File: config.mk
export PLATFORM = sky130hd
export DESIGN_NAME = trig_match_unit
export DESIGN_NICKNAME = d
export VERILOG_FILES = /design/src/rtl/trig_pkg.sv /design/src/rtl/trig_cfg_store.sv /design/src/rtl/trig_cmp.sv /design/src/rtl/trig_resolve.sv /design/src/rtl/trig_match_unit.sv
export SDC_FILE = /design/constraint.sdc
export NUM_CORES = 2
export LEC_CHECK = 0
export ABC_AREA = 1
export BUFFER_PORTS_ARGS = -buffer_cell sky130_fd_sc_hd__buf_2
export CAP_MARGIN = 0
export CORE_ASPECT_RATIO = 2
export CORE_UTILIZATION = 38
export CTS_BUF_LIST = sky130_fd_sc_hd__clkbuf_4 sky130_fd_sc_hd__clkbuf_8 sky130_fd_sc_hd__clkbuf_16
export DETAILED_ROUTE_END_ITERATION = 8
export PLACE_DENSITY_LB_ADDON = 0.08
export SLEW_MARGIN = 40
export SYNTH_ARGS = -nofsm -noshare
export SYNTH_HDL_FRONTEND = slang
export SYNTH_HIERARCHICAL = 1
export SYNTH_SLANG_ARGS = --single-unit
File: constraint.sdc
create_clock -name clk -period 7 [get_ports clk]
set_clock_uncertainty 0.1 [all_clocks]
set_input_delay 0.7 -clock clk [delete_from_list [all_inputs] [get_ports clk]]
set_output_delay 0.7 -clock clk [all_outputs]
set_load 0.02 [all_outputs]
File: src/rtl/trig_pkg.sv
package trig_pkg;

   // compare mode codes; 6 and 7 are left unused and never match
   localparam logic [2:0] MODE_EQ   = 3'd0;
   localparam logic [2:0] MODE_POW2 = 3'd1;
   localparam logic [2:0] MODE_GE   = 3'd2;
   localparam logic [2:0] MODE_LT   = 3'd3;
   localparam logic [2:0] MODE_MLO  = 3'd4;
   localparam logic [2:0] MODE_MHI  = 3'd5;

   // access kinds
   localparam logic [1:0] OP_EXEC  = 2'd0;
   localparam logic [1:0] OP_STORE = 2'd1;
   localparam logic [1:0] OP_LOAD  = 2'd2;

   // narrow-mode word is 32 bits, so its half is 16
   localparam int NARROW_HALF = 16;

   typedef struct packed {
      logic       sel_data;
      logic       chain;
      logic [2:0] mode;
      logic [3:0] priv_en;
      logic [2:0] op_en;
   } trig_ctrl_t;

endpackage

File: src/rtl/trig_cfg_store.sv
module trig_cfg_store
   import trig_pkg::*;
#(
   parameter int NUM_TRIG = 4,
   parameter int DATA_W   = 64,
   parameter int IDX_W    = $clog2(NUM_TRIG)
) (
   input  logic                             clk,
   input  logic                             rst,
   input  logic                             we,
   input  logic [IDX_W-1:0]                 idx,
   input  trig_ctrl_t                       ctrl_in,
   input  logic [DATA_W-1:0]                value_in,
   output trig_ctrl_t [NUM_TRIG-1:0]        ctrl_q,
   output logic [NUM_TRIG-1:0][DATA_W-1:0]  value_q
);

   for (genvar g = 0; g < NUM_TRIG; g++) begin : g_slot
      always_ff @(posedge clk) begin
         if (rst) begin
            ctrl_q[g]  <= '0;
            value_q[g] <= '0;
         end else if (we && (idx == IDX_W'(g))) begin
            ctrl_q[g]  <= ctrl_in;
            value_q[g] <= value_in;
         end
      end
   end

endmodule

File: src/rtl/trig_cmp.sv
module trig_cmp
   import trig_pkg::*;
#(
   parameter int DATA_W = 64
) (
   input  trig_ctrl_t        ctrl,
   input  logic [DATA_W-1:0] cmp_val,
   input  logic [1:0]        op,
   input  logic [DATA_W-1:0] addr,
   input  logic [DATA_W-1:0] data,
   input  logic [1:0]        priv,
   input  logic              is32,
   output logic              match
);

   localparam int HALF = DATA_W / 2;
   localparam logic [DATA_W-1:0] LOW32 = DATA_W'(32'hFFFF_FFFF);

   logic [DATA_W-1:0] opnd;
   logic [DATA_W-1:0] plus1;
   logic [DATA_W-1:0] low_ones;
   logic [DATA_W-1:0] hmask;
   logic [DATA_W-1:0] opnd_hi;
   logic              op_ok;
   logic              priv_ok;
   logic              val_hit;

   always_comb begin
      opnd = ctrl.sel_data ? data : addr;
      if (is32) opnd = opnd & LOW32;

      // trailing-ones run of the compare value, as a bit mask
      plus1    = cmp_val + DATA_W'(1);
      low_ones = cmp_val & ~plus1;

      hmask   = is32 ? (cmp_val >> NARROW_HALF) : (cmp_val >> HALF);
      opnd_hi = is32 ? (opnd >> NARROW_HALF) : (opnd >> HALF);

      op_ok = ((op == OP_EXEC)  && ctrl.op_en[0]) ||
              ((op == OP_STORE) && ctrl.op_en[1]) ||
              ((op == OP_LOAD)  && ctrl.op_en[2]);
      priv_ok = ctrl.priv_en[priv];

      case (ctrl.mode)
         MODE_EQ:   val_hit = (opnd == cmp_val);
         MODE_POW2: val_hit = ((opnd & ~low_ones) == (cmp_val & ~low_ones));
         MODE_GE:   val_hit = (opnd >= cmp_val);
         MODE_LT:   val_hit = (opnd < cmp_val);
         MODE_MLO:  val_hit = ((opnd & hmask) == (cmp_val & hmask));
         MODE_MHI:  val_hit = ((opnd_hi & hmask) == (cmp_val & hmask));
         default:   val_hit = 1'b0;
      endcase

      match = op_ok && priv_ok && val_hit;
   end

endmodule

File: src/rtl/trig_resolve.sv
module trig_resolve #(
   parameter int NUM_TRIG = 4,
   parameter int IDX_W    = $clog2(NUM_TRIG)
) (
   input  logic [NUM_TRIG-1:0] match,
   input  logic [NUM_TRIG-1:0] chain,
   input  logic                in_debug,
   output logic                fire,
   output logic [IDX_W-1:0]    fire_idx
);

   logic chain_ok;
   logic found;

   always_comb begin
      chain_ok = 1'b1;
      found    = 1'b0;
      fire_idx = '0;
      for (int i = 0; i < NUM_TRIG; i++) begin
         if (!found) begin
            if (!chain_ok) begin
               // skipping the rest of a broken chain
               if (!chain[i]) chain_ok = 1'b1;
            end else if (match[i]) begin
               if (!chain[i]) begin
                  found    = 1'b1;
                  fire_idx = IDX_W'(i);
               end
            end else if (chain[i]) begin
               chain_ok = 1'b0;
            end
         end
      end
      fire = found && !in_debug;
   end

endmodule

File: src/rtl/trig_match_unit.sv
module trig_match_unit
   import trig_pkg::*;
#(
   parameter int NUM_TRIG = 4,
   parameter int DATA_W   = 64,
   localparam int IDX_W   = $clog2(NUM_TRIG)
) (
   input  logic              clk,
   input  logic              rst,
   input  logic              cfg_we,
   input  logic [IDX_W-1:0]  cfg_index,
   input  logic              cfg_sel_data,
   input  logic              cfg_chain,
   input  logic [2:0]        cfg_mode,
   input  logic [3:0]        cfg_priv_en,
   input  logic [2:0]        cfg_op_en,
   input  logic [DATA_W-1:0] cfg_value,
   input  logic              query_valid,
   input  logic [1:0]        query_op,
   input  logic [DATA_W-1:0] query_addr,
   input  logic [DATA_W-1:0] query_data,
   input  logic [1:0]        query_priv,
   input  logic              query_is32,
   input  logic              query_in_debug,
   output logic              hit_valid,
   output logic [IDX_W-1:0]  hit_index
);

   if (NUM_TRIG < 2) begin : g_bad_num
      $error("trig_match_unit: NUM_TRIG must be at least 2");
   end
   if ((DATA_W < 32) || ((DATA_W % 2) != 0)) begin : g_bad_width
      $error("trig_match_unit: DATA_W must be even and at least 32");
   end

   trig_ctrl_t                      wr_ctrl;
   trig_ctrl_t [NUM_TRIG-1:0]       ctrl_q;
   logic [NUM_TRIG-1:0][DATA_W-1:0] value_q;
   logic [NUM_TRIG-1:0]             match;
   logic [NUM_TRIG-1:0]             chain;
   logic                            fire;
   logic [IDX_W-1:0]                fire_idx;

   always_comb begin
      wr_ctrl.sel_data = cfg_sel_data;
      wr_ctrl.chain    = cfg_chain;
      wr_ctrl.mode     = cfg_mode;
      wr_ctrl.priv_en  = cfg_priv_en;
      wr_ctrl.op_en    = cfg_op_en;
   end

   trig_cfg_store #(
      .NUM_TRIG (NUM_TRIG),
      .DATA_W   (DATA_W),
      .IDX_W    (IDX_W)
   ) i_store (
      .clk      (clk),
      .rst      (rst),
      .we       (cfg_we),
      .idx      (cfg_index),
      .ctrl_in  (wr_ctrl),
      .value_in (cfg_value),
      .ctrl_q   (ctrl_q),
      .value_q  (value_q)
   );

   for (genvar g = 0; g < NUM_TRIG; g++) begin : g_cmp
      assign chain[g] = ctrl_q[g].chain;
      trig_cmp #(
         .DATA_W (DATA_W)
      ) i_cmp (
         .ctrl    (ctrl_q[g]),
         .cmp_val (value_q[g]),
         .op      (query_op),
         .addr    (query_addr),
         .data    (query_data),
         .priv    (query_priv),
         .is32    (query_is32),
         .match   (match[g])
      );
   end

   trig_resolve #(
      .NUM_TRIG (NUM_TRIG),
      .IDX_W    (IDX_W)
   ) i_resolve (
      .match    (match),
      .chain    (chain),
      .in_debug (query_in_debug),
      .fire     (fire),
      .fire_idx (fire_idx)
   );

   always_ff @(posedge clk) begin
      if (rst) begin
         hit_valid <= 1'b0;
         hit_index <= '0;
      end else begin
         hit_valid <= query_valid && fire;
         hit_index <= (query_valid && fire) ? fire_idx : '0;
      end
   end

endmodule

==> results of run 1 <==
routing by layer:
layer | overflow | track usage, %
met5 | 3 | 30.0
met1 | 23 | 74.6
met3 | 43 | 61.2
met4 | 544 | 82.6
met2 | 1338 | 97.9
kinds of logic after synthesis:
family / Yosys count
flops: 307
fa+ha+maj: 260
simple gates: 5713
compound gates: 572
buf+inv: 1591
through the flow:
| stage | instances | area, µm² | utilization (%) | setup WS [ps] | hold WS, ps |
|---|---|---|---|---|---|
| after global placement | 9952 | 44600 | 40.5 | 313 | 362 |
| after floorplan | 8443 | 42300 | - | 3540 | 346 |
| after CTS | 10000 | 45900 | 41.6 | 1230 | 253 |
| after detailed placement | 9956 | 44700 | 40.5 | 1290 | 370 |
==> metrics.md, run 1 <==
| Metric | Value |
|---|---|
| Status | did not finish |
| Fail Step | global routing |
| Err | [ERROR GRT-0116] Global routing finished with congestion. Check the congestion regions in the DRC Viewer. |
| Syn nets | 8919 |
| # rows | about 170 |
| H-tree levels | 2 |
| Share of the synthesized area in the top cell type | 26.5% |
| DP HPWL | ~280000 µm |
| Async S/R FF share, synth | 0% |
| CTS Buf Count | 36 |
| YS warnings | 6 |
| Number of global-route vias before repair | 69600 |
| Average cell area after synthesis | roughly 5 µm² |
| Yosys cell types | 39 |
| Post-synthesis cell area | 42300 µm² |
| Most frequent cells after synthesis | nand2_1, nor2_1, inv_1 |
| Cell count after synthesis | about 8400 |
| Synth Area in Adders | 7.69% |
| Synth Area in Compound Gates | 6.98% |
| Synth Flop Type | dfxtp_1 |
| Main combinational cell family by area after synthesis | simple AND/OR/NAND/NOR gates |
| Initial Utilization | 38.4% |
| Synth area leaders | nand2_1, dfxtp_1, nor2_1 |
| # IOs | approximately 220 |
| Total track usage | between 70% and 80% |
| Post-synth EDFFs | 0 |
| Post-synth top area cell | nand2_1 |
| IO buf count | 218 |
| CTS resizes | 0 |
| Synth Area in Simple Gates | between 50 and 60% |
| Count leader, synth | nand2_1 |
| Sequential area share after synthesis | 14.5% |
| Xor/xnor share of the synthesized area | 0% |
| Flops & latches, synth | 307 |
| First-pass GRT wire length | ~650000 µm |
| Root buffer cell | clkbuf_16 |
| Total gr overflow | slightly below 2000 |
| Post-synthesis mux area share | 0% |
| # hold bufs at CTS | 0 |
| Final GP Congestion | 1.26 |
| Number of clock sinks | 307 |
| Die span in y | 474 µm |
| Clk buf depth | 3 |
| Largest net degree at the start of global routing | roughly 140 |
| Die W | 238 µm |
| Post-CTS Setup Bufs | 0 |
==> run 2: changes to the inputs <==
CORE_ASPECT_RATIO = unset   (was 2)
CORE_UTILIZATION = 23   (was 38)
CTS_BUF_LIST = unset   (was sky130_fd_sc_hd__clkbuf_4 sky130_fd_sc_hd__clkbuf_8 sky130_fd_sc_hd__clkbuf_16)
PLACE_DENSITY_LB_ADDON = 0.15   (was 0.08)
==> run 2 against run 1 <==
Against the previous run:
- synthesized cell count unchanged
- synthesized area unchanged
- the run now ends clean
==> metrics.md, run 2 <==
| Metric | Value |
|---|---|
| Status | finished clean |
| Clk buf depth | 3 |
| Synth-to-Final Area Change | 12.3% |
| First-pass GRT wire length | 439000 µm |
| Sw frac | 46.0% |
| Syn nets | between 8000 and 9000 |
| Async S/R FF share, synth | 0% |
| # rows | 157 |
| IO buf count | 218 |
| Top flop regs | i_store/value_q: 256 flops, i_store/ctrl_q: 48 flops, hit_index: 2 flops |
| CTS tree | yes |
| R2R Setup Slk | between 1000 and 1500 ps |
| Post-synthesis mux area share | 0% |
| Hold Startpoint | query_valid |
| Final net count | ~9000 |
| Post-DP Area | 46100 µm² |
| Reg2reg start | i_store/value_q[24] |
| Most frequent cells after synthesis | nand2_1, nor2_1, inv_1 |
| Largest register FFs | 256 |
| Average cell area after synthesis | roughly 5.0 µm² |
| DR iter-0 viols | between 7000 and 8000 |
| Fin. Hold Viols | 0 |
| Slew Limit Fails | 0 |
| Sequential area share after synthesis | 14.5% |
| Number of global-route vias before repair | roughly 50000 |
| Via/cell ratio | 5.08 |
| Leakage power | between 0.02 and 0.025 µW |
| PD cells | 149 nW/µm² |
| R2r worst-path depth | 25 |
| Main combinational cell family by area after synthesis | simple AND/OR/NAND/NOR gates |
| Die W | 431 µm |
| CP arrival | 6050 ps |
| Synth Area in Simple Gates | 55.7% |
| Most common cell after layout, fill and taps aside | nand2_1 |
| Total track usage | 34.5% |
| Reg clk slew, reported paths | approximately 60 ps |
| Critical path type | register to register |
| Post-route minimum period | around 5600 ps |
| CP required | 7490 ps |
| CP endpoint kind | register |
| Clk network pwr share | 32.8% |
| Final GP Congestion | 1.06 |
| Largest net degree at the start of global routing | 114 |
| Fill cell count | between 20000 and 25000 |
| Non-filler instance count after layout | approximately 11000 |
| Xor/xnor share of the synthesized area | 0% |
| Post-synth EDFFs | 0 |
| Hold Path Class | primary input to register |
| Cell count after synthesis | 8443 |
| Yosys cell types | 39 |
| Period Utilization, post-route | 79.4% |
| Synth Flop Type | dfxtp_1 |
| Flop pwr share | 29.4% |
| Cell Int Power | 3830 µW |
| WL final | 331000 µm |
| CP max FO | 8 |
| Avg WL per Cell | 29.9 µm |
| Die span in y | around 430 µm |
| Relative slew slack | 33.1% |
| Fmax | about 180 MHz |
| H-tree levels | 2 |
| CTS resizes | 0 |
| Tightest Pin Transition | 1000 ps |
| Top reg by flops | i_store/value_q |
| Initial antenna violation count | 34 |
| Final setup viols | 0 |
| Synth Area in Adders | approximately 7.7% |
| Synth area leaders | nand2_1, dfxtp_1, nor2_1 |
| Post-CTS Setup Bufs | 0 |
| Root buffer cell | clkbuf_16 |
| Initial Utilization | a little under a quarter |
| Total Power | 7090 µW |
| Count leader, synth | nand2_1 |
| Sw Pwr | 3260 µW |
| Flops & latches, synth | 307 |
| Hold slack | 236 ps |
| Dpl cells | between 10000 and 15000 |
| Combinational power share | 37.8% |
| Sequential cell area | 6170 µm² |
| Post-route ant nets | 0 |
| Layout cells sized above 1 | 6.10% |
| Worst vdd ir | about 0.19 mV |
| # hold bufs at CTS | 0 |
| Post-synth top area cell | nand2_1 |
| CORE AREA | roughly 180000 µm² |
| Finished Cell Area | approximately 48000 µm² |
| Total gr overflow | 0 |
| # IOs | 219 |
| Synth Area in Compound Gates | roughly 7.0% |
| Max-Cap Viols | 0 |
| Detailed Routing Iterations Pass 1 | 7 |
| YS warnings | 6 |
| Most frequent cells in the layout | nand2_1, nor2_1, inv_1 |
| DIE AREA | 186000 µm² |
| Number of clock sinks | 307 |
| DP HPWL | 271000 µm |
| Clk_lat worst skew | 720 ps |
| Hold Path Cell Cnt | 3 |
| Post-synthesis cell area | 42300 µm² |
| Worst r2r dst | hit_index[0] |
| Multi-input logic area | 29800 µm² |
| RSZ-0062 raised after global routing | false |
| CTS Buf Count | 42 |
| DRC viols | 0 |
| Worst setup SP type | register |
| Setup TNS | 0 ps |
| Hold Path End | hit_valid |
| Share of the synthesized area in the top cell type | 26.5% |
| Vias | 56100 |
-- run 2: cell counts after synthesis --
No cell type changed its count.
-- run 2: final cells by class --
cell class / instances / share of cell area, %
Multi-Input combinational cell: 6545 / 62.7
Sequential cell: 307 / 13.0
Inverter: 1313 / 10.4
Tap cell: 2464 / 6.49
Timing Repair Buffer: 331 / 4.32
Clock buffer: 58 / 2.55
Clock inverter: 16 / 0.453
Antenna cell: 15 / 0.0790
-- run 2: cell families after synthesis --
logic type | after synthesis
flops | 307
fa+ha+maj | 260
simple gates | 5713
buf+inv | 1591
compound gates | 572
-- run 2: layer usage --
layer / wire (µm) / GRT usage (%) / vias to the layer above / share of wire, %
met3: 29600 / 6.55 / 421 / 9.0
met2: 132000 / 49.0 / 2863 / 40
met5: 88 / 0 / - / 0.027
met1: 155000 / 50.3 / 26500 / 47
li1: - / - / 26300 / -
met4: 14500 / 13.6 / 16 / 4.4
-- run 2: worst max path at each step --
stage / startpoint / end / slack (ps) / cells past startpoint
after CTS: i_store/ctrl_q[11] / hit_index[0] / 1730 / 26
after global placement: i_store/ctrl_q[11] / hit_index[0] / 1340 / 26
after floorplan: query_is32 / hit_index[0] / 3540 / 30
after detailed placement: i_store/ctrl_q[11] / hit_index[0] / 1770 / 26
final: i_store/value_q[24] / hit_index[0] / 1440 / 25
after global routing: i_store/ctrl_q[11] / hit_index[0] / 1410 / 26
-- run 2: power by group through the flow --
stage,clock network (µW),registers [µW],logic (µW)
global placement,0,2110,2600
CTS,2400,2070,2600
global route,2460,2080,2880
finish,2320,2090,2680
detailed placement,0,2110,2590
floorplan,0,1970,1450
-- run 2: stage by stage --
step	setup WS (ps)	util (%)
global placement	1340	25.1
floorplan	3540	-
finish	1440	26.0
detailed placement	1770	25.2
CTS	1730	26.0
global route	1410	26.0
-- run 2: worst max-delay path, stage by stage (launching register included) --
cell and delay (ps):
dfxtp_1 890, nand2_1 260, nor2_1 640, and2_1 480, nand3_1 500, nor2_1 260, nor2_1 130, nor2_1 250
nand2_1 80, nor2_1 110, nand2_1 80, nor2_1 90, nand2_1 60, nand3_1 380, nand2_1 100, inv_1 120
inv_1 60, nand2_2 70, nand2_1 50, nand2_1 100, nand2_1 70, nand2_1 90, nand2_1 80, a21oi_1 190
nand3_2 130, nor2_1 110
(Power assumes the default switching activity.)
